File: config.mk
export PLATFORM = sky130hd
export DESIGN_NAME = wmov_unit
export DESIGN_NICKNAME = d
export VERILOG_FILES = /design/src/rtl/wmov_pkg.sv /design/src/rtl/wmov_decode.sv /design/src/rtl/wmov_lanes.sv /design/src/rtl/wmov_regfile.sv /design/src/rtl/wmov_unit.sv
export SDC_FILE = /design/constraint.sdc
export NUM_CORES = 2
export LEC_CHECK = 0
export BUFFER_PORTS_ARGS = -buffer_cell sky130_fd_sc_hd__buf_2
export CAP_MARGIN = 30
export CORE_UTILIZATION = 40
export DETAILED_ROUTE_END_ITERATION = 7
export PLACE_DENSITY = 0.58
export RECOVER_POWER = 50
export SETUP_SLACK_MARGIN = 0.1
export SYNTH_ARGS = -nofsm -noshare
export SYNTH_HDL_FRONTEND = slang
export SYNTH_HIERARCHICAL = 1
export SYNTH_SLANG_ARGS = --single-unit
File: constraint.sdc
create_clock -name clk -period 6.05 [get_ports clk]
set_input_delay 0.9075 -clock clk [delete_from_list [all_inputs] [get_ports clk]]
set_output_delay 0.9075 -clock clk [all_outputs]
set_load 0.05 [all_outputs]
File: src/rtl/wmov_pkg.sv
package wmov_pkg;
    timeunit 1ns;
    timeprecision 1ps;

    localparam int DEF_XLEN  = 64;
    localparam int DEF_IMM_W = 16;
    localparam int DEF_NREGS = 32;

    // Opcode values are part of the instruction encoding
    typedef enum logic [1:0] {
        OP_INV  = 2'd0,
        OP_RSVD = 2'd1,
        OP_ZERO = 2'd2,
        OP_KEEP = 2'd3
    } wmov_op_e;

    typedef struct packed {
        logic     legal;
        logic     wr_en;
        wmov_op_e op;
    } wmov_ctl_t;

    // A position is legal when its lane lies inside the active width
    function automatic logic pos_ok(input logic wide, input int unsigned hw,
                                    input int unsigned narrow_lanes);
        return wide || (hw < narrow_lanes);
    endfunction
endpackage

File: src/rtl/wmov_decode.sv
module wmov_decode
    import wmov_pkg::*;
#(
    parameter int LANES = 4,
    parameter int NREGS = 32,
    localparam int HW_W = $clog2(LANES),
    localparam int AW   = $clog2(NREGS),
    localparam int NARROW_LANES = LANES / 2
) (
    input  logic            valid,
    input  logic            wide,
    input  logic [1:0]      op_raw,
    input  logic [HW_W-1:0] hw,
    input  logic [AW-1:0]   dst,
    output wmov_ctl_t       ctl
);
    timeunit 1ns;
    timeprecision 1ps;

    wmov_op_e op;
    logic     op_ok;
    logic     hw_ok;
    logic     sink;

    always_comb begin
        op    = wmov_op_e'(op_raw);
        op_ok = (op != OP_RSVD);
        hw_ok = pos_ok(wide, int'(hw), NARROW_LANES);
        sink  = (dst == AW'(NREGS - 1));

        ctl.op    = op;
        ctl.legal = op_ok && hw_ok;
        ctl.wr_en = valid && op_ok && hw_ok && !sink;
    end
endmodule

File: src/rtl/wmov_lanes.sv
module wmov_lanes
    import wmov_pkg::*;
#(
    parameter int XLEN  = 64,
    parameter int IMM_W = 16,
    localparam int LANES = XLEN / IMM_W,
    localparam int HW_W  = $clog2(LANES)
) (
    input  wmov_op_e         op,
    input  logic             wide,
    input  logic [HW_W-1:0]  hw,
    input  logic [IMM_W-1:0] imm,
    input  logic [XLEN-1:0]  cur,
    output logic [XLEN-1:0]  result
);
    timeunit 1ns;
    timeprecision 1ps;

    logic [IMM_W-1:0] lane_val [LANES];

    // Each halfword lane decides its own value; only the addressed lane
    // receives the immediate, the others take the fill of the opcode.
    for (genvar i = 0; i < LANES; i++) begin : g_lane
        localparam bit UPPER = (i >= LANES / 2);
        logic             hit;
        logic [IMM_W-1:0] old_bits;

        assign hit      = (hw == HW_W'(i));
        assign old_bits = cur[i*IMM_W +: IMM_W];

        always_comb begin
            unique case (op)
                OP_INV:  lane_val[i] = hit ? ~imm : '1;
                OP_ZERO: lane_val[i] = hit ? imm : '0;
                OP_KEEP: lane_val[i] = hit ? imm : old_bits;
                default: lane_val[i] = '0;
            endcase
            if (UPPER && !wide) begin
                lane_val[i] = '0;
            end
        end

        assign result[i*IMM_W +: IMM_W] = lane_val[i];
    end
endmodule

File: src/rtl/wmov_regfile.sv
module wmov_regfile #(
    parameter int XLEN  = 64,
    parameter int NREGS = 32,
    localparam int AW   = $clog2(NREGS)
) (
    input  logic            clk,
    input  logic            rst,
    input  logic            we,
    input  logic [AW-1:0]   waddr,
    input  logic [XLEN-1:0] wdata,
    input  logic [AW-1:0]   raddr_a,
    output logic [XLEN-1:0] rdata_a,
    input  logic [AW-1:0]   raddr_b,
    output logic [XLEN-1:0] rdata_b
);
    timeunit 1ns;
    timeprecision 1ps;

    logic [XLEN-1:0] regs [NREGS];

    for (genvar r = 0; r < NREGS; r++) begin : g_reg
        if (r == NREGS - 1) begin : g_sink
            assign regs[r] = '0;
        end else begin : g_store
            always_ff @(posedge clk) begin
                if (rst) begin
                    regs[r] <= '0;
                end else if (we && (waddr == AW'(r))) begin
                    regs[r] <= wdata;
                end
            end
        end
    end

    assign rdata_a = regs[raddr_a];
    assign rdata_b = regs[raddr_b];
endmodule

File: src/rtl/wmov_unit.sv
module wmov_unit
    import wmov_pkg::*;
#(
    parameter int XLEN  = DEF_XLEN,
    parameter int IMM_W = DEF_IMM_W,
    parameter int NREGS = DEF_NREGS,
    localparam int LANES = XLEN / IMM_W,
    localparam int HW_W  = $clog2(LANES),
    localparam int AW    = $clog2(NREGS)
) (
    input  logic             clk,
    input  logic             rst,
    input  logic             req_valid,
    input  logic             req_wide,
    input  logic [1:0]       req_op,
    input  logic [HW_W-1:0]  req_hw,
    input  logic [IMM_W-1:0] req_imm,
    input  logic [AW-1:0]    req_dst,
    input  logic [AW-1:0]    rd_addr,
    output logic [XLEN-1:0]  rd_data,
    output logic             illegal_o
);
    timeunit 1ns;
    timeprecision 1ps;

    wmov_ctl_t       ctl;
    logic [XLEN-1:0] dst_old;
    logic [XLEN-1:0] dst_new;
    logic            illegal_q;

    wmov_decode #(.LANES(LANES), .NREGS(NREGS)) i_decode (
        .valid  (req_valid),
        .wide   (req_wide),
        .op_raw (req_op),
        .hw     (req_hw),
        .dst    (req_dst),
        .ctl    (ctl)
    );

    wmov_lanes #(.XLEN(XLEN), .IMM_W(IMM_W)) i_lanes (
        .op     (ctl.op),
        .wide   (req_wide),
        .hw     (req_hw),
        .imm    (req_imm),
        .cur    (dst_old),
        .result (dst_new)
    );

    wmov_regfile #(.XLEN(XLEN), .NREGS(NREGS)) i_rf (
        .clk     (clk),
        .rst     (rst),
        .we      (ctl.wr_en),
        .waddr   (req_dst),
        .wdata   (dst_new),
        .raddr_a (req_dst),
        .rdata_a (dst_old),
        .raddr_b (rd_addr),
        .rdata_b (rd_data)
    );

    always_ff @(posedge clk) begin
        if (rst) begin
            illegal_q <= 1'b0;
        end else begin
            illegal_q <= req_valid && !ctl.legal;
        end
    end

    assign illegal_o = illegal_q;
endmodule

==> impl_metrics.ini <==
[run_status]
status = complete, but fails checks
violations = design-rule violations, max-capacitance violations, max-slew violations

[timing]
tns_ns = 0
fin_crit_sh_pct = 89.63
fin_crit_ns = 5.423
hold_viol = 0
tightest_slew_ns = 5.013
whs_ns = 0.3761
rsz0062_at_grt = false
relSlewSlack_pct = -234.2
setup-violations-final = 0
fin_worst_skew_ns = 0.05658
max_freq_mhz = 184.4
drv_slew = 325
post-route-worst-setup-slack_ns = 0.6273

[yosys]
yosysSeqAreaShare_pct = 39.42
async_reset_ff_share_pct = 0
ys_dominant_reg_cell = dfxtp_1
ys_types = 48
synth_warnings = 6
synth_edf_count = 0
synth_area_sq_um = 100800
syn-num-nets = 11940
ys_seq_elements = 1985
syn_inst = 11906
avgSynthCellArea_sq_um = 8.467

[route]
first_pass_iters = 8
drtAntennaViolNets = 0
wire_per_inst_um = 31.30
drc = 6
drt-total-wl_um = 464300
drtIter0Drc = 16385
num_vias = 97906
viasPerCell = 6.601

[layout]
multiInputGateArea_sq_um = 56070
nFillCells = 23936
fin_cells = 14833
layout_common_cells = nand2_1 (3969), a21oi_1 (2016), dfxtp_1 (1985)
drive_above_1_share_pct = 13.66
postLayoutCellArea_sq_um = 112100
layout_commonest_cell = nand2_1
area_growth_syn_to_layout_pct = 11.23
seq_area_sq_um = 39740
nNetsFinal = 11314

[pwr]
p_leak_nw = 36.38
cellPowerDensity_nw_per_um2 = 266.5
ir_drop_mv = 0.2813

[place]
gp_congestion = 0.9129
dpl.hpwl_um = 262800
placed_cells = 14384
io_buffers = 98
placed_cell_area_sq_um = 104400
pre_cts_slack_ns = 1.550

[global_routing]
grt_pass1_vias = 90899
grt-ovfl-total = 0
antenna_found_initial = 37
grt_max_degree = 183
grt_pass1_wl_um = 653700
grt_util_all_layers_pct = 34.91

[floorplan]
die_area_sq_um = 254000
die_w_um = 504.0
core_area_sq_um = 249600
io_pins = 99
rows = 183
initial_utilization_pct = 40.39
die_y_um = 504.0

[critical_path]
path_max_fanout = 180
start_kind = primary input
worstPathArrival_ns = 6.10
path_class = primary input to register
ff2ff_setup_slack_ns = 3.37
cp-end-kind = register
worstPathRequired_ns = 6.73

[clocking]
clock_path_buffers = 3
cts_sinks = 1985
clk_pin_slew_worst_paths_ns = 0.06
post_cts_resized = 0
numCtsBuffers = 216
ctsHoldBuffers = 0
cts_root_buf = clkbuf_16
clock_latency_ns = 0.90
h-tree-depth = 4
postCtsSetupRepairBufs = 0
cts_tree = done

[run]
maxCapViolCount = 5

[worst_hold_path]
hold_path_class = primary input to register
==> metal layers <==
layer | vias up | share of wire (%) | track usage, % | routed length [um]
li1 | 40549 | - | - | -
met1 | 47527 | 37 | 44.56 | 171500
met2 | 7931 | 42 | 51.07 | 196300
met3 | 1869 | 14 | 10.87 | 63840
met5 | - | 0.050 | 0 | 234
met4 | 30 | 7.0 | 21.97 | 32420
==> registers in the layout (all words and copies together) (netlist names) <==
| name | cells |
|---|---|
| i_rf/regs | 1984 |
| illegal_o | 1 |
==> synth_stat cells, types with 126 or more instances <==
master	instances	share of area (%)
a22oi_1	512	3.8
clkbuf_1	605	2.3
nand4_1	128	0.79
mux2i_1	640	6.4
a21oi_1	2016	10
nand2_1	3994	15
buf_2	414	2.1
o211ai_1	130	0.97
nand3_1	145	0.72
o221ai_1	126	1.1
mux4_2	640	14
buf_1	187	0.70
dfxtp_1	1985	39
==> logic make-up (layout without fill, tap and decap cells) <==
group / Yosys count / in the layout / synth area share [%]
AO/OA/AOI/OAI: 2915 / 2915 / 16.86
buffers and inverters: 1339 / 899 / 5.765
flip-flops: 1985 / 1985 / 39.42
multiplexers: 1280 / 1280 / 20.65
other: 0 / 37 / 0
AND/OR/NAND/NOR: 4387 / 4387 / 17.30
==> worst max-delay path, cell delays in order <==
cell	delay, ns
clkbuf_2	3.33
clkbuf_1	1.45
a21oi_1	0.11
==> area by class of cell <==
class	count	share of cell area, %
tap	3330	3.716
clock buffer	332	5.838
timing repair buffer	430	3.898
clock inverter	72	0.8034
antenna	37	0.08258
sequential	1985	35.44
multi-input combinational	8582	50.00
inverter	65	0.2176
==> power by group <==
group / internal (mW) / leakage (nW) / switching [mW]
sequential: 13.1 / 16.0 / 0.0290
combinational: 0.706 / 16.7 / 2.02
clock: 8.08 / 3.66 / 5.94
total: 21.9 / 36.4 / 7.99
==> final timing paths <==
path,from,endpoint,cells after the start
setup / recovery,rst,i_rf/regs[1108],3
hold reg to reg,i_rf/regs[142],i_rf/regs[142],2
setup reg to reg,i_rf/regs[316],i_rf/regs[1020],8
hold / removal,req_valid,illegal_o,2
==> through the flow <==
stage / util [%] / power [mW]
3_5_place_dp: 41.84 / 16.02
2_1_floorplan: - / 15.02
3_3_place_gp: 41.72 / 15.99
5_1_grt: 44.90 / 30.52
6_report: 44.93 / 29.89
4_1_cts: 44.82 / 29.80
Note: power is estimated with default switching activity, not from simulation.
